### src/rtl/fbo_pkg.sv
package fbo_pkg;

    typedef enum logic [1:0] {
        FM_FBIT  = 2'd0,
        FM_W10   = 2'd1,
        FM_W9    = 2'd2,
        FM_FBIT2 = 2'd3
    } fmode_e;

    localparam int          W10_LEN     = 10;
    localparam int          W9_LEN      = 9;
    localparam logic [9:0]  W10_WORD    = 10'b1111010000;
    localparam logic [8:0]  W9_WORD     = 9'b111010000;
    localparam int          BURST_WORDS = 4;
    localparam int          CNT_W       = $clog2(BURST_WORDS + 1);
    localparam int          POS_W       = $clog2(W10_LEN + 1);

    typedef struct packed {
        logic             arm;
        logic             pend;
        logic             act;
        logic             inv;
        logic [CNT_W-1:0] cnt;
        logic [POS_W-1:0] pos;
        logic [1:0]       mode;
    } chan_st_t;

    function automatic logic is_fbit(logic [1:0] m);
        return (m == FM_FBIT) || (m == FM_FBIT2);
    endfunction

    function automatic logic word_bit(logic [1:0] m, logic [POS_W-1:0] idx, logic nom);
        logic b;
        b = 1'b0;
        case (m)
            FM_W10:  if (int'(idx) < W10_LEN) b = W10_WORD[W10_LEN-1-int'(idx)];
            FM_W9:   if (int'(idx) < W9_LEN)  b = W9_WORD[W9_LEN-1-int'(idx)];
            default: b = nom;
        endcase
        return b;
    endfunction

endpackage

### src/rtl/fbo_chan.sv
module fbo_chan
    import fbo_pkg::*;
(
    input  logic       clk,
    input  logic       rst_n,
    input  logic       arm_i,
    input  logic [1:0] mode_i,
    input  logic       fstb_i,
    input  logic       wstart_i,
    input  logic       t2f_i,
    output logic       fbit_o
);

    chan_st_t         st_d, st_q;
    logic             fmode;
    logic             ws;
    logic             inv_now;
    logic             busy;
    logic             mchg;
    logic [POS_W-1:0] idx;
    logic [CNT_W-1:0] cnt_inc;

    always_comb begin
        fmode   = is_fbit(mode_i);
        ws      = fstb_i && (fmode || wstart_i);
        idx     = (fmode || wstart_i) ? '0 : st_q.pos;
        inv_now = ws ? (st_q.act || st_q.pend) : st_q.inv;
        busy    = st_q.pend || st_q.act || st_q.inv;
        mchg    = (mode_i != st_q.mode);
        cnt_inc = st_q.cnt + 1'b1;

        st_d      = st_q;
        st_d.arm  = arm_i;
        st_d.mode = mode_i;

        if (mchg) begin
            st_d.pend = 1'b0;
            st_d.act  = 1'b0;
            st_d.inv  = 1'b0;
            st_d.cnt  = '0;
            st_d.pos  = '0;
        end else begin
            if (fstb_i) begin
                st_d.pos = (idx == {POS_W{1'b1}}) ? idx : idx + 1'b1;
                if (ws) begin
                    st_d.inv  = inv_now;
                    st_d.pend = 1'b0;
                    if (inv_now) begin
                        if (int'(cnt_inc) < BURST_WORDS) begin
                            st_d.cnt = cnt_inc;
                            st_d.act = 1'b1;
                        end else begin
                            st_d.cnt = '0;
                            st_d.act = 1'b0;
                        end
                    end
                end
            end
            if (arm_i && !st_q.arm && !busy) begin
                st_d.pend = 1'b1;
            end
        end

        fbit_o = fstb_i ? (word_bit(mode_i, idx, t2f_i) ^ inv_now) : 1'b0;
    end

    always_ff @(posedge clk) begin
        if (!rst_n) begin
            st_q <= '0;
        end else begin
            st_q <= st_d;
        end
    end

    AST_PEND_NEEDS_RISE: assert property (@(posedge clk) disable iff (!rst_n)
        $rose(st_q.pend) |-> ($past(arm_i) && !$past(st_q.arm)));

    AST_NO_QUEUE: assert property (@(posedge clk) disable iff (!rst_n)
        $rose(st_q.pend) |-> !$past(st_q.act || st_q.inv));

    AST_CNT_BOUND: assert property (@(posedge clk) disable iff (!rst_n)
        int'(st_q.cnt) < BURST_WORDS);

    AST_WORD_ALIGNED: assert property (@(posedge clk) disable iff (!rst_n)
        $rose(st_q.inv) |-> $past(ws));

    AST_MODE_CANCEL: assert property (@(posedge clk) disable iff (!rst_n)
        (mode_i != st_q.mode) |=> !(st_q.pend || st_q.act || st_q.inv));

endmodule

### src/rtl/fbo_natl.sv
module fbo_natl
    import fbo_pkg::*;
#(
    parameter int NNAT = 4,
    localparam int SEL_W = $clog2(NNAT)
) (
    input  logic [1:0]       mode_i,
    input  logic             stb_i,
    input  logic [SEL_W-1:0] sel_i,
    input  logic [NNAT-1:0]  cfg_i,
    output logic             natl_o,
    output logic             vld_o
);

    always_comb begin
        vld_o  = stb_i && (mode_i == FM_W10);
        natl_o = 1'b0;
        if (vld_o && (int'(sel_i) < NNAT)) begin
            natl_o = cfg_i[sel_i];
        end
    end

endmodule

### src/rtl/fault_burst_overlay.sv
module fault_burst_overlay
    import fbo_pkg::*;
#(
    parameter int NCH  = 7,
    parameter int NNAT = 4
) (
    input  logic                        clk,
    input  logic                        rst_n,
    input  logic [NCH-1:0]              arm_i,
    input  logic [2*NCH-1:0]            mode_i,
    input  logic [NCH-1:0]              fstb_i,
    input  logic [NCH-1:0]              wstart_i,
    input  logic [NCH-1:0]              t2f_i,
    input  logic [NNAT*NCH-1:0]         nat_cfg_i,
    input  logic [NCH-1:0]              nstb_i,
    input  logic [$clog2(NNAT)*NCH-1:0] nsel_i,
    output logic [NCH-1:0]              fbit_o,
    output logic [NCH-1:0]              natl_o,
    output logic [NCH-1:0]              natl_vld_o
);

    localparam int SEL_W = $clog2(NNAT);

    for (genvar c = 0; c < NCH; c++) begin : g_ch
        fbo_chan u_chan (
            .clk      (clk),
            .rst_n    (rst_n),
            .arm_i    (arm_i[c]),
            .mode_i   (mode_i[2*c +: 2]),
            .fstb_i   (fstb_i[c]),
            .wstart_i (wstart_i[c]),
            .t2f_i    (t2f_i[c]),
            .fbit_o   (fbit_o[c])
        );

        fbo_natl #(.NNAT(NNAT)) u_natl (
            .mode_i (mode_i[2*c +: 2]),
            .stb_i  (nstb_i[c]),
            .sel_i  (nsel_i[SEL_W*c +: SEL_W]),
            .cfg_i  (nat_cfg_i[NNAT*c +: NNAT]),
            .natl_o (natl_o[c]),
            .vld_o  (natl_vld_o[c])
        );
    end

endmodule

### config.mk
export PLATFORM = sky130hd
export DESIGN_NAME = fault_burst_overlay
export DESIGN_NICKNAME = d
export VERILOG_FILES = /design/src/rtl/fbo_pkg.sv /design/src/rtl/fbo_chan.sv /design/src/rtl/fbo_natl.sv /design/src/rtl/fault_burst_overlay.sv
export SDC_FILE = /design/constraint.sdc
export NUM_CORES = 1
export LEC_CHECK = 0
export BUFFER_PORTS_ARGS = -buffer_cell sky130_fd_sc_hd__buf_2
export CORE_UTILIZATION = 55
export DETAILED_ROUTE_END_ITERATION = 6
export GPL_TIMING_DRIVEN = 0
export PLACE_DENSITY = 0.8
export SLEW_MARGIN = 20
export SYNTH_ARGS = -nofsm -noshare
export SYNTH_HDL_FRONTEND = slang
export SYNTH_SLANG_ARGS = --single-unit
export TNS_END_PERCENT = 10
### constraint.sdc
create_clock -name clk -period 2.5 [get_ports clk]
set_input_delay 0.125 -clock clk [delete_from_list [all_inputs] [get_ports clk]]
set_output_delay 0.125 -clock clk [all_outputs]
set_load 0.02 [all_outputs]
# Word-level counts from Yosys, hierarchy flattened
# Memory sizes are Yosys's and may differ from the RTL's.
# Cells that the tools add are included.
[totals] regBits=91 latchBits=0 ramBits=0 rom_bits=224 input_bits=93 out_inout_bits=21 elab_cells=442 n_memories=14
[mem_list] memory="(no name shown)" depth=16 width=1 rd=1 rd_ports_with_merged_regs=0 write_ports=0 line="fbo_pkg.sv:36" text="FM_W10: if (int'(idx) < W10_LEN) b = W10_WORD[W10_LEN-1-int'(idx)];"
[mem_list] memory="(no name shown)" depth=16 width=1 rd=1 rd_ports_with_merged_regs=0 write_ports=0 line="fbo_pkg.sv:37" text="FM_W9: if (int'(idx) < W9_LEN) b = W9_WORD[W9_LEN-1-int'(idx)];"
[mem_list] memory="(no name shown)" depth=16 width=1 rd=1 rd_ports_with_merged_regs=0 write_ports=0 line="fbo_pkg.sv:36"
[mem_list] memory="(no name shown)" depth=16 width=1 rd=1 rd_ports_with_merged_regs=0 write_ports=0 line="fbo_pkg.sv:37"
[mem_list] memory="(no name shown)" depth=16 width=1 rd=1 rd_ports_with_merged_regs=0 write_ports=0 line="fbo_pkg.sv:36"
[mem_list] memory="(no name shown)" depth=16 width=1 rd=1 rd_ports_with_merged_regs=0 write_ports=0 line="fbo_pkg.sv:36"
[mem_list] memory="+8 memories"
[classes] addsub=28 n_mul=0 div_mod_pow=0 n_lt_le_gt_ge=42 eq_ne=35 shifts=0 muxes=147 bitwise=8 reduce_logical=119
[ops] cell="$lt 32x6->1 const B" n=14
[ops] cell="$mux 1" n=91
[ops] cell="$mux 10" n=7
[ops] cell="$sub 4x4->5 const A" n=14
[ops] cell="$lt 4x4->1 const B" n=14
[ops] cell="$mux 4" n=14
[ops] cell="$mux 3" n=14
[ops] cell="$mux 6" n=7
[ops] cell="$add 4x1->4 const B" n=7
[ops] cell="$eq 2x2->1 const B" n=14
[ops] cell="$eq 4x4->1 const B" n=7
[ops] cell="$logic_and 1x1->1" n=28
[ops] cell="$logic_or 1x1->1" n=28
[ops] cell="$reduce_and 2->1" n=14
[ops] cell="$reduce_bool 2->1" n=14
[ops] cell="$add 3x1->3 const B" n=7
[ops] cell="$lt 2x3->1 const B" n=7
[ops] cell="$lt 3x3->1 const B" n=7
[ops] cell="$reduce_and 3->1" n=7
[ops] cell="$bmux 1 s2" n=7
[ops] cell="$eq 2x1->1 const B" n=7
[ops] cell="$logic_not 1->1" n=14
[ops] cell="$logic_not 2->1" n=7
[ops] cell="$ne 2x2->1" n=7
[ops] cell="other kinds (4)" n=22

# Depth between registers and ports, before layout
# Gate-level depths: netlist of the first run.
[logic_depth] word_depth=12 depth_mapped=12 mapped_depth_nobuf=10

# Cells and area by module
# Synthesis of the first run repeated with hierarchy kept, for this count alone.
[hier_totals] hier_cells=567 area_unflattened_um2=5141.2
[modules_own_cells] module="fbo_chan" instances=7 cells_each=77 area_each_um2=696.9 seq_area_each_um2=240.2
[modules_own_cells] module="fbo_natl" instances=7 cells_each=4 area_each_um2=37.5 seq_area_each_um2=0.0

# Worst setup path after synthesis of the first run
# OpenSTA, ideal clock, no wires.
[synth_timing] path_type="input -> output" from="input port mode_i[4]" to="output port fbit_o[2]" arrival_ns=2.166 required_ns=2.375 setup_slack_ns=0.209 stages=12 n_path_buf=2 path_cell_list="inv_1 ha_1 buf_2 nor2_1 o21ai_0 ha_1 o21a_1 a221oi_2 o31ai_1 or4_1 nand2_1 buf_4"
[synth_via] elab_chain_cells=12 elab_cells_between_ends=24 cone_classes="2 x add/sub; 2 x order compare; 3 x eq/ne; 10 x mux; 1 x bitwise; 4 x reduce/logical; 2 x memory"
[synth_lines] element="start: declaration" line="fault_burst_overlay.sv:10" text="input logic [2*NCH-1:0] mode_i,"
[synth_lines] element="$eq 2x2->1 / $logic_not 2->1 (equally long branches)" line="fbo_pkg.sv:29" text="return (m == FM_FBIT) || (m == FM_FBIT2);"
[synth_lines] element="$logic_or 1x1->1" line="fbo_pkg.sv:29"
[synth_lines] element="$logic_or 1x1->1" line="fbo_chan.sv:25, fbo_chan.sv:26"
[synth_lines] element="$mux 4" line="fbo_chan.sv:26" text="idx = (fmode || wstart_i) ? '0 : st_q.pos;"
[synth_lines] element="$sub 4x4->5, on equally long branches" line="fbo_pkg.sv:37, fbo_pkg.sv:36"
[synth_lines] element="$mem_v2 16x1, on equally long branches"
[synth_lines] element="$mux 1, on equally long branches (3 in a row)" line="fbo_pkg.sv:37, fbo_pkg.sv:36"
[synth_lines] element="$pmux 1 s2" line="fbo_pkg.sv:35" text="case (m)"
[synth_lines] element="$xor 1x1->1 *" line="fbo_chan.sv:64" text="fbit_o = fstb_i ? (word_bit(mode_i, idx, t2f_i) ^ inv_now) : 1'b0;"
[synth_lines] element="$mux 1 *" line="fbo_chan.sv:64"
[synth_lines] element="end: declaration" line="fault_burst_overlay.sv:17" text="output logic [NCH-1:0] fbit_o,"
# Every way passes the cells marked *; elsewhere a longest branch is shown, timed or not. The select of a mux whose other input is x is not followed.

# Final worst setup path of the first run
[layout_timing] from="register g_ch[2].u_chan.st_q[3] in the netlist's numbering" to="output port fbit_o[2]"
[layout_via] elab_chain_cells=9 elab_cells_between_ends=16 cone_classes="2 x add/sub; 2 x order compare; 9 x mux; 1 x bitwise; 2 x memory"
[layout_lines] element="start: declaration" line="fbo_chan.sv:14" text="chan_st_t st_d, st_q;"
[layout_lines] element="start signal: assignment" line="fbo_chan.sv:71" text="st_q <= st_d;"
[layout_lines] element="$mux 4 *" line="fbo_chan.sv:26"
[layout_lines] element="$sub 4x4->5, on equally long branches" line="fbo_pkg.sv:37, fbo_pkg.sv:36"
[layout_lines] element="$mem_v2 16x1, on equally long branches"
[layout_lines] element="$mux 1, on equally long branches (3 in a row)" line="fbo_pkg.sv:37, fbo_pkg.sv:36"
[layout_lines] element="$pmux 1 s2 *" line="fbo_pkg.sv:35"
[layout_lines] element="$xor 1x1->1 *" line="fbo_chan.sv:64"
[layout_lines] element="$mux 1 *" line="fbo_chan.sv:64"
# Marked as above.

==> impl_metrics.yaml, run 1 <==
yosys:
  asyncSetResetFlopFracSynth_pct: 0
  synthFlopType: "dfxtp_1"
  mappedNetlistNets: 731
  synth.top_cells.by_area: "dfxtp_1, ha_1, and2_1, a21oi_1, nor2_1"
  synth_largest_area_cell: "dfxtp_1"
  number_of_flops_mapped_to_enable_cells_by_yosys: 0
  syn_avg_cell_area_um2: 8.68
  seq_area_frac_synth_pct: 31.8
  synth-seq-cells: 84
  synth.yosys.warnings: 0
  synth.lib_cells_used.distinct: 57
  number_of_standard_cells_after_synthesis: 610
  syn-cell-area_mm2: 0.00529
  synth_top_area_share_pct: 31.8
power:
  static-leakage-power_nw: 2.77
  power.share.clock_pct: 29.8
  intPower_w: 0.00198
  design_power_total_w: 0.00274
  power.switching_fraction_pct: 27.6
  power.switching_w: 0.000756
  worst_ir_drop_on_vdd_uv: 226
  seqPwrFrac_pct: 50.3
  combinationalPowerShare_pct: 19.9
  power_density_mw_per_mm2: 418
detailed_routing:
  avgRoutedWirePerCell_um: 13.9
  route.detailed.drc: 0
  vias: 4981
  drt.antenna.violating_nets: 0
  detailedRoute.firstIterationViolations: 130
  route.final.wire_length_um: 12300
  detailedRoute.firstPassIterationCount: 5
  vias_per_std_cell: 5.63
critical_path:
  type_of_destination_of_the_critical_path: "primary output"
  critical_path.reg2reg.startpoint: "g_ch[3].u_chan.st_q[2]$_SDFFE_PP0P_"
  critPathCapture: "fbit_o[2]"
  startpoint: "g_ch[2].u_chan.st_q[3]$_SDFFE_PP0P_"
  regToRegSetupSlack_ns: 1.19
  worst_r2r_path_depth: 5
  arrival_time_at_the_worst_endpoint_ns: 2.34
  critical_path.reg2reg.endpoint: "g_ch[3].u_chan.st_q[3]$_SDFFE_PP0P_"
  critPathMaxFanout: 10
  worstSetupStartpointType: "flop"
  required_ns: 2.38
  worstSetupPathType: "reg -> out"
cells_and_area:
  reg.largest.list: "g_ch.u_chan.st_q x84"
  finish.net_count: 872
  fillCellCount: 753
  largest_register_ff_count: 84
  finish.utilization_pct: 70.5
  final_layout_size_suffix_gt1_share_pct: 33.8
  insertedDiodeCount: 0
  regMostFlops: "g_ch.u_chan.st_q"
  area_growth_syn_to_layout_pct: 23.7
timing:
  hold_viol: 0
  worstMarginPinSlew_ns: 0.630
  final.min_clock_period_ns: 2.46
  fmax_mhz: 406
  totalNegativeSetupSlack_ns: 0
  slew_viol_final: 0
  rsz0062_at_grt: "true"
  timing.final.setup_violations: 0
  timing.max_slew.rel_slack_pct: 58.0
  setup_ws_ns: 0.0379
  finClkSkew_ns: 0.0111
  hold-worst-slack_ns: 0.0149
  final.period_utilization_pct: 98.5
clock_network:
  cts_sinks: 84
  clock_latency_ns: 0.34
  cts.root.buffer_cell: "clkbuf_8"
  number_of_levels_in_the_clock_h_tree: 3
  clkSlewWorstSetupHoldPaths_ns: 0.09
  total_cts_buffers: 9
  max-clock-path-buffers: 2
  cts_tree: "done"
place:
  globalplace.congestion: 0.848
  hpwl_um: 8740
  io_buffers: 106
  pre_cts_ws_ns: -0.309
global_route:
  maximum_number_of_pins_on_one_net_before_global_route_repair: 14
  grt-ovfl-total: 0
  initial_antenna_violation_count: 0
  first_global_vias: 4263
  globalRouteTotalUtil_pct: 23.0
  global_route_wire_length_before_repair_um: 18600
floorplanning:
  die_w_um: 100
  die_area_mm2: 0.0100
  core_mm2: 0.00928
  die_y_um: 100
  floorplan.rows: 35
  start_util_pct: 57.0
  num_io_pins: 114
outcome:
  status: "finished clean"
run:
  drv_cap: 0
min_path:
  holdCritPathClass: "in -> reg"
cell families after synthesis:
logic type                 Yosys count  share of synthesized area (%)
buffers and inverters               83                           10.2
xor gates and xnor gates            15                           2.48
AOI/OAI and AO/OA                  167                           21.8
muxes                               18                           5.11
DFF                                 84                           31.8
adders and majority gates           28                           6.62
and+or+nand+nor                    215                           22.0
power groups by stage:
stage          combinational (W)  clock, W  sequential, W
2_1_floorplan           0.000320         0        0.00141
3_3_place_gp            0.000464         0        0.00141
3_5_place_dp            0.000483         0        0.00141
4_1_cts                 0.000502  0.000838        0.00138
5_1_grt                 0.000598  0.000895        0.00138
6_report                0.000546  0.000815        0.00138
critical path, cell delays in order (launching register included):
cell,delay (ns)
dfxtp_2,0.35
buf_6,0.13
o21ai_1,0.08
ha_2,0.18
o21a_1,0.11
a221oi_2,0.25
o31ai_2,0.10
or4_1,0.50
nand2_1,0.08
buf_4,0.09
buf_4,0.12
per-layer routing:
metal | share of wire [%] | GRT usage (%)
met1 | 43 | 27.9
met2 | 52 | 41.8
met3 | 3.0 | 2.86
met4 | 2.3 | 7.92
met5 | 0 | 0
per-stage QoR:
stage / cells / instance area, um^2
after global placement: 845 / 5990
after CTS: 864 / 6250
after global routing: 884 / 6550
after floorplan: 610 / 5290
final: 884 / 6550
after detailed placement: 845 / 5990
synth_stat cells, types with 11 or more instances:
library cell	instances
a21oi_1	38
and2_1	38
inv_1	26
clkbuf_1	18
a211oi_1	19
buf_4	21
a41oi_1	11
dfxtp_1	84
nand2b_1	14
xnor2_1	14
nand2_1	26
nand3_1	17
ha_1	28
o21ai_0	27
nor2_1	48
nor3_1	23
cells in the final DEF (no fill, tap or decap), types with 6 or more instances in the layout:
cell type	netlist	final
xnor2_1	14	14
nand2_1	26	26
a31oi_1	8	8
nand3_1	17	17
o21ai_0	27	21
buf_6	3	8
nor2_4	0	6
dfxtp_2	0	13
a21oi_1	38	38
clkbuf_8	3	9
ha_1	28	24
o21bai_1	6	6
clkbuf_1	18	9
buf_4	21	54
a211oi_1	19	19
mux4_2	7	7
and2_1	38	38
nand3b_1	7	7
o31ai_1	10	6
nor4_1	9	9
dfxtp_1	84	68
o21a_1	8	8
a41oi_1	11	11
inv_1	26	25
mux2i_1	9	9
buf_2	9	108
nor2_1	48	42
nor3_1	23	20
nand2b_1	14	14
o211ai_1	6	6
final cells by class:
type	instances	area, um^2	share of cell area, %
Buffer	48	435	6.65
Timing Repair Buffer	139	801	12.2
Inverter	26	97.6	1.49
Sequential cell	84	1710	26.1
Tap cell	129	161	2.47
Clock buffer	10	128	1.95
Multi-Input combinational cell	443	3180	48.6
Clock inverter	5	30.0	0.459
worst min-delay path by stage:
stage	from	depth (start not counted)	end
after floorplan	arm_i[0]	1	g_ch[0].u_chan.st_q[12]$_SDFF_PN0_
after global placement	arm_i[0]	2	g_ch[0].u_chan.st_q[12]$_SDFF_PN0_
after detailed placement	arm_i[3]	2	g_ch[3].u_chan.st_q[12]$_SDFF_PN0_
after CTS	arm_i[2]	2	g_ch[2].u_chan.st_q[12]$_SDFF_PN0_
after global routing	arm_i[6]	2	g_ch[6].u_chan.st_q[12]$_SDFF_PN0_
final	arm_i[2]	2	g_ch[2].u_chan.st_q[12]$_SDFF_PN0_
what timing repair did:
action / 4_1_cts / 5_1_grt
pin swaps: 5 / 14
resized for setup: 24 / 60
hold buffers: 2 / 0
endpoints found under the setup margin: 7 / 7
setup buffers: 6 / 25
hold endpoints to repair: 2 / 0
No activity file was read; power rests on OpenSTA's default activity.
==> inputs of run 2 (changes only) <==
--- a/config.mk
+++ b/config.mk
@@ -9,9 +9,10 @@
 export CORE_UTILIZATION = 55
 export DETAILED_ROUTE_END_ITERATION = 6
 export GPL_TIMING_DRIVEN = 0
-export PLACE_DENSITY = 0.8
+export PLACE_DENSITY = 0.81
 export SLEW_MARGIN = 20
 export SYNTH_ARGS = -nofsm -noshare
 export SYNTH_HDL_FRONTEND = slang
+export SYNTH_HIERARCHICAL = 1
 export SYNTH_SLANG_ARGS = --single-unit
 export TNS_END_PERCENT = 10
==> impl_metrics.yaml, run 2 <==
outcome:
  status: "finished clean"
timing:
  final.period_utilization_pct: 94.7
  fmax_mhz: 422
  finClkSkew_ns: 0.00697
  timing.final.setup_violations: 0
  slew_viol_final: 0
  totalNegativeSetupSlack_ns: 0
  worstMarginPinSlew_ns: 0.538
  final.min_clock_period_ns: 2.37
  rsz0062_at_grt: "false"
  timing.max_slew.rel_slack_pct: 64.2
  hold_viol: 0
yosys:
  synth.yosys.warnings: 6
  mappedNetlistNets: 688
  synth_top_area_share_pct: 32.7
  post-synth-top-count-cell: "dfxtp_1"
  synthFlopType: "dfxtp_1"
  synth_commonest_cells: "dfxtp_1, nor2_1, nand2_1"
  syn_avg_cell_area_um2: 9.07
  synth.lib_cells_used.distinct: 33
  number_of_flops_mapped_to_enable_cells_by_yosys: 0
  number_of_standard_cells_after_synthesis: 567
  synth.top_cells.by_area: "dfxtp_1, ha_1, buf_6, nor2_1, and2_1"
  synth-seq-cells: 84
  seq_area_frac_synth_pct: 32.7
  synth_largest_area_cell: "dfxtp_1"
  asyncSetResetFlopFracSynth_pct: 0
  syn-cell-area_mm2: 0.00514
global_route:
  first_global_vias: 4326
  global_route_wire_length_before_repair_um: 18100
  globalRouteTotalUtil_pct: 22.4
  grt-ovfl-total: 0
  initial_antenna_violation_count: 0
  maximum_number_of_pins_on_one_net_before_global_route_repair: 29
cells_and_area:
  area_growth_syn_to_layout_pct: 18.6
  most_common_library_cell_in_the_layout_ignoring_fill_and_taps: "buf_2"
  regMostFlops: "g_ch.u_chan/st_q"
  reg.largest.list: "g_ch.u_chan/st_q x84"
  final_layout_size_suffix_gt1_share_pct: 25.8
  largest_register_ff_count: 84
  finish.net_count: 818
  insertedDiodeCount: 0
  leading_cell_types_in_the_layout_fill_and_taps_excluded: "buf_2, dfxtp_1, nor2_1, nand2_1"
min_path:
  min_from: "arm_i[2]"
  holdCritPathClass: "in -> reg"
floorplanning:
  floorplan.rows: 34
  die_y_um: 98.7
  start_util_pct: 57.8
  die_area_mm2: 0.00974
  num_io_pins: 114
  die_w_um: 98.7
  core_mm2: 0.00889
place:
  hpwl_um: 7790
  globalplace.congestion: 0.840
  io_buffers: 106
detailed_routing:
  avgRoutedWirePerCell_um: 13.2
  detailedRoute.firstPassIterationCount: 5
  detailedRoute.firstIterationViolations: 173
  route.final.wire_length_um: 10600
  vias_per_std_cell: 5.79
  drt.antenna.violating_nets: 0
  vias: 4669
  route.detailed.drc: 0
clock_network:
  cts_sinks: 84
  max-clock-path-buffers: 2
  number_of_levels_in_the_clock_h_tree: 3
  clock_latency_ns: 0.35
  clkSlewWorstSetupHoldPaths_ns: 0.07
  cts_tree: "done"
  total_cts_buffers: 9
  cts.root.buffer_cell: "clkbuf_8"
power:
  design_power_total_w: 0.00264
  worst_ir_drop_on_vdd_uv: 273
  power_density_mw_per_mm2: 433
  static-leakage-power_nw: 2.51
run:
  drv_cap: 0
critical_path:
  startpoint: "mode_i[2]"
  worstSetupStartpointType: "primary input"
  critPathMaxFanout: 6
  max_stage_delay_ns: 0.33
  required_ns: 2.38
  worstSetupPathType: "in -> out"
  slowest_stage: "ha_1"
  type_of_destination_of_the_critical_path: "primary output"
  arrival_time_at_the_worst_endpoint_ns: 2.24
  worstPathCellList: "buf_2, inv_1, ha_1, nor2_1, o21ai_0, ha_1, a211o_1, o2111ai_1, a31oi_1, and3b_1, buf_2"
  critical_path.reg2reg.startpoint: "g_ch[0].u_chan/st_q[0]$_SDFF_PN0_"
run 2: cell types whose count changed after synthesis, sizes merged, moves of 8 or more:
cell,delta
o31ai,-10
o2111ai,+12
and2,-10
nor3,-9
a21oi,-13
o21ai,-9
nand4,+9
nand2,+9
nor2,+8
clkbuf,-21
run 2: stage by stage:
step           hold slack [ns]  std cells  util, %  cell area (um^2)  setup slack [ns]
5_1_grt                 0.0232        807     68.6              6100            0.0106
2_1_floorplan            0.247        567        -              5140             0.540
3_3_place_gp             0.343        781     65.3              5810             0.160
4_1_cts                0.00765        807     68.4              6080            0.0997
6_report                0.0255        807     68.6              6100             0.132
3_5_place_dp             0.348        781     65.3              5810             0.110
run 2: cell families after synthesis:
| group | Yosys count | share of synthesized area [%] |
|---|---|---|
| AND/OR/NAND/NOR | 224 | 23.7 |
| AO/OA/AOI/OAI | 147 | 20.8 |
| flip-flops | 84 | 32.7 |
| buffers and inverters | 49 | 7.67 |
| adder cells (fa/ha/maj) | 35 | 8.35 |
| XOR/XNOR | 14 | 2.39 |
| multiplexers | 14 | 4.43 |
run 2: final cells by class:
type                       count  area [um^2]
multi-input combinational    434         3080
fill                         703         2790
sequential                    84         1680
timing repair buffer         119          661
buffer                        28          315
tap                          108          135
clock buffer                   9          124
inverter                      21         78.8
clock inverter                 4         20.0
run 2: worst max-delay path: cells and delay by family:
| family | cells | cell delay (ns) |
|---|---|---|
| AND/OR/NAND/NOR | 2 | 0.52 |
| AO/OA/AOI/OAI | 4 | 0.63 |
| buffers and inverters | 3 | 0.34 |
| adder cells (fa/ha/maj) | 2 | 0.63 |
run 2: per-layer routing:
metal  GRT usage [%]  vias up  share of wire (%)
met3            3.19       12                3.9
li1                -     2362                  -
met5               0        -                  0
met2            39.8      105                 49
met1            27.9     2190                 45
met4            7.46        0                1.3
run 2: worst paths after layout:
kind,to,slack (ns),depth (start not counted)
setup / recovery,fbit_o[1],0.13,11
hold / removal,g_ch[2].u_chan/st_q[12]$_SDFF_PN0_,0.03,2
setup reg to reg,g_ch[0].u_chan/st_q[2]$_SDFFE_PP0P_,1.21,4
hold reg to reg,g_ch[0].u_chan/st_q[7]$_SDFFE_PP0P_,0.51,2
run 2: repair_timing:
action                     in CTS  in global routing
setup endpoints to repair       0                  5
resized for setup               0                  6
hold endpoints to repair       20                  0
setup buffers                   0                  0
hold buffers                   13                  0
run 2: where the power goes:
| group | total (W) | internal, W | switching [W] | leakage, nW |
|---|---|---|---|---|
| registers | 0.00138 | 0.00137 | 0.0000153 | 0.683 |
| logic | 0.000466 | 0.000218 | 0.000247 | 1.75 |
| clock network | 0.000792 | 0.000337 | 0.000455 | 0.0803 |
==> inputs of run 3 (changes only) <==
--- a/config.mk
+++ b/config.mk
@@ -5,11 +5,12 @@
 export SDC_FILE = /design/constraint.sdc
 export NUM_CORES = 1
 export LEC_CHECK = 0
+export ABC_AREA = 1
 export BUFFER_PORTS_ARGS = -buffer_cell sky130_fd_sc_hd__buf_2
 export CORE_UTILIZATION = 55
 export DETAILED_ROUTE_END_ITERATION = 6
 export GPL_TIMING_DRIVEN = 0
-export PLACE_DENSITY = 0.81
+export PLACE_DENSITY = 0.8
 export SLEW_MARGIN = 20
 export SYNTH_ARGS = -nofsm -noshare
 export SYNTH_HDL_FRONTEND = slang
==> impl_metrics.yaml, run 3 <==
timing:
  finClkSkew_ns: 0.0114
  fmax_mhz: 460
  totalNegativeSetupSlack_ns: 0
  worstMarginPinSlew_ns: 0.592
  slew_viol_final: 0
  timing.max_slew.rel_slack_pct: 60.5
  final.period_utilization_pct: 87.0
  hold-worst-slack_ns: 0.0165
  hold_viol: 0
  final.min_clock_period_ns: 2.17
  rsz0062_at_grt: "false"
  timing.final.setup_violations: 0
cells_and_area:
  area_growth_syn_to_layout_pct: 18.6
  finish.utilization_pct: 68.3
  fillCellCount: 936
  fin_area_mm2: 0.00640
  largest_register_ff_count: 84
  final_layout_size_suffix_gt1_share_pct: 20.3
  most_common_library_cell_in_the_layout_ignoring_fill_and_taps: "nand2_1"
  reg.largest.list: "g_ch.u_chan/st_q x84"
  insertedDiodeCount: 0
  finish.net_count: 1092
  finalNonFillerCells: 1104
  leading_cell_types_in_the_layout_fill_and_taps_excluded: "nand2_1, inv_1, buf_2, dfxtp_1, nor2_1"
  regMostFlops: "g_ch.u_chan/st_q"
yosys:
  synthFlopType: "dfxtp_1"
  syn_avg_cell_area_um2: 6.42
  synth-seq-cells: 84
  synth.yosys.warnings: 6
  syn-cell-area_mm2: 0.00540
  asyncSetResetFlopFracSynth_pct: 0
  synth_commonest_cells: "nand2_1, inv_1, dfxtp_1"
  synth.top_cells.by_area: "dfxtp_1, nand2_1, inv_1, ha_1, a21oi_1"
  synth.lib_cells_used.distinct: 19
  number_of_standard_cells_after_synthesis: 840
  seq_area_frac_synth_pct: 31.2
  mappedNetlistNets: 961
  synth_top_area_share_pct: 31.2
  number_of_flops_mapped_to_enable_cells_by_yosys: 0
  post-synth-top-count-cell: "nand2_1"
  synth_largest_area_cell: "dfxtp_1"
detailed_routing:
  vias: 5270
  detailedRoute.firstPassIterationCount: 4
  drt.antenna.violating_nets: 0
  vias_per_std_cell: 4.77
  met2_length_um: 5030
  detailroute.wirelength.met3_um: 308
  route.final.wire_length_um: 10300
  route.detailed.drc: 0
  met1Wirelength_um: 4980
  detailedRoute.firstIterationViolations: 140
  route.top_layer_used: "met4"
  avgRoutedWirePerCell_um: 9.37
clock_network:
  max-clock-path-buffers: 2
  number_of_levels_in_the_clock_h_tree: 3
  clkSlewWorstSetupHoldPaths_ns: 0.08
  cts_sinks: 84
  cts.repair_timing.setup_buffer_count: 0
  total_cts_buffers: 9
  clock_latency_ns: 0.33
  cts_resized: 0
  cts_tree: "done"
  hold_buffers: 7
  cts.root.buffer_cell: "clkbuf_8"
power:
  power_density_mw_per_mm2: 450
  worst_ir_drop_on_vdd_uv: 276
  combinationalPowerShare_pct: 17.1
  power.switching_w: 0.000759
  power.share.clock_pct: 34.6
  static-leakage-power_nw: 3.45
  seqPwrFrac_pct: 48.3
  power.switching_fraction_pct: 26.4
  intPower_w: 0.00212
critical_path:
  critPathMaxFanout: 10
  type_of_destination_of_the_critical_path: "primary output"
  worstSetupStartpointType: "primary input"
  arrival_time_at_the_worst_endpoint_ns: 2.05
  required_ns: 2.38
  worstSetupPathType: "in -> out"
floorplanning:
  core_mm2: 0.00937
  die_y_um: 101
  num_io_pins: 114
  start_util_pct: 57.6
  floorplan.rows: 35
  die_area_mm2: 0.0102
  die_w_um: 101
global_route:
  first_global_vias: 4551
  grt-ovfl-total: 0
  initial_antenna_violation_count: 0
  globalRouteTotalUtil_pct: 21.2
  global_route_wire_length_before_repair_um: 18000
  maximum_number_of_pins_on_one_net_before_global_route_repair: 29
place:
  io_buffers: 113
  placedCellCount: 1082
  globalplace.congestion: 0.810
  placed_cell_area_mm2: 0.00612
  hpwl_um: 8240
run:
  drv_cap: 0
outcome:
  status: "finished clean"
min_path:
  holdCritPathClass: "in -> reg"
==> run 3: cell count changes after synthesis, sizes merged, moves of 21 or more <==
cell,previous run,this run
nor2,56,98
and2,28,0
inv,21,189
o21ai,21,49
nand3,21,70
or2,0,28
nand2,35,189
buf,28,0
a211oi,21,0
a21oi,28,63
==> run 3: cells by family after synthesis <==
group	share of synthesized area, %
simple gates	34.7
buf+inv	13.1
xor+xnor	1.14
fa+ha+maj	6.49
compound gates	13.3
flops	31.2
==> run 3: area by class of cell <==
type / instances / area [um^2] / share of cell area, %
Multi-Input combinational cell: 567 / 3000 / 47.0
Sequential cell: 84 / 1680 / 26.3
Inverter: 189 / 709 / 11.1
Timing Repair Buffer: 120 / 636 / 9.94
Tap cell: 129 / 161 / 2.52
Clock buffer: 9 / 124 / 1.94
Clock inverter: 6 / 80.1 / 1.25
==> run 3: power groups by stage <==
stage          Sequential, W  Clock (W)  Combinational [W]
6_report             0.00139   0.000996           0.000491
3_5_place_dp         0.00142          0           0.000483
2_1_floorplan        0.00142          0           0.000315
3_3_place_gp         0.00142          0           0.000477
4_1_cts              0.00139    0.00103           0.000494
5_1_grt              0.00139    0.00107           0.000559
==> run 3: routing by layer <==
metal  GRT usage, %  up-vias
met5              0        -
met4           4.46        0
li1               -     2882
met1           26.4     2296
met3           3.19        6
met2           38.6       86
==> run 3: stage by stage <==
| stage | power [W] | setup slack, ns |
|---|---|---|
| 2_1_floorplan | 0.00173 | 0.582 |
| 3_3_place_gp | 0.00190 | 0.341 |
| 3_5_place_dp | 0.00190 | 0.342 |
| 4_1_cts | 0.00291 | 0.326 |
| 5_1_grt | 0.00302 | 0.0638 |
| 6_report | 0.00288 | 0.325 |
==> run 3: worst paths after layout <==
check	startpoint	to	slack, ns	cells after the start
min	mode_i[8]	g_ch[4].u_chan/st_q[0]$_SDFF_PN0_	0.02	3
max reg2reg	g_ch[3].u_chan/st_q[0]$_SDFF_PN0_	g_ch[3].u_chan/st_q[6]$_SDFFE_PP0P_	1.26	5
min reg2reg	g_ch[1].u_chan/st_q[10]$_SDFFE_PP0P_	g_ch[1].u_chan/st_q[10]$_SDFFE_PP0P_	0.47	2
max	mode_i[8]	fbit_o[4]	0.33	16
==> run 3: worst max-delay path: stages <==
cell	delay [ns]
buf_2	0.11
inv_1	0.06
ha_1	0.34
nor2_4	0.24
nand2_1	0.10
nand2_1	0.12
inv_1	0.05
ha_1	0.18
nand3_1	0.09
nand2_1	0.06
inv_1	0.05
nand3_1	0.08
nand3_2	0.08
a21oi_1	0.06
nor2_1	0.13
buf_2	0.17
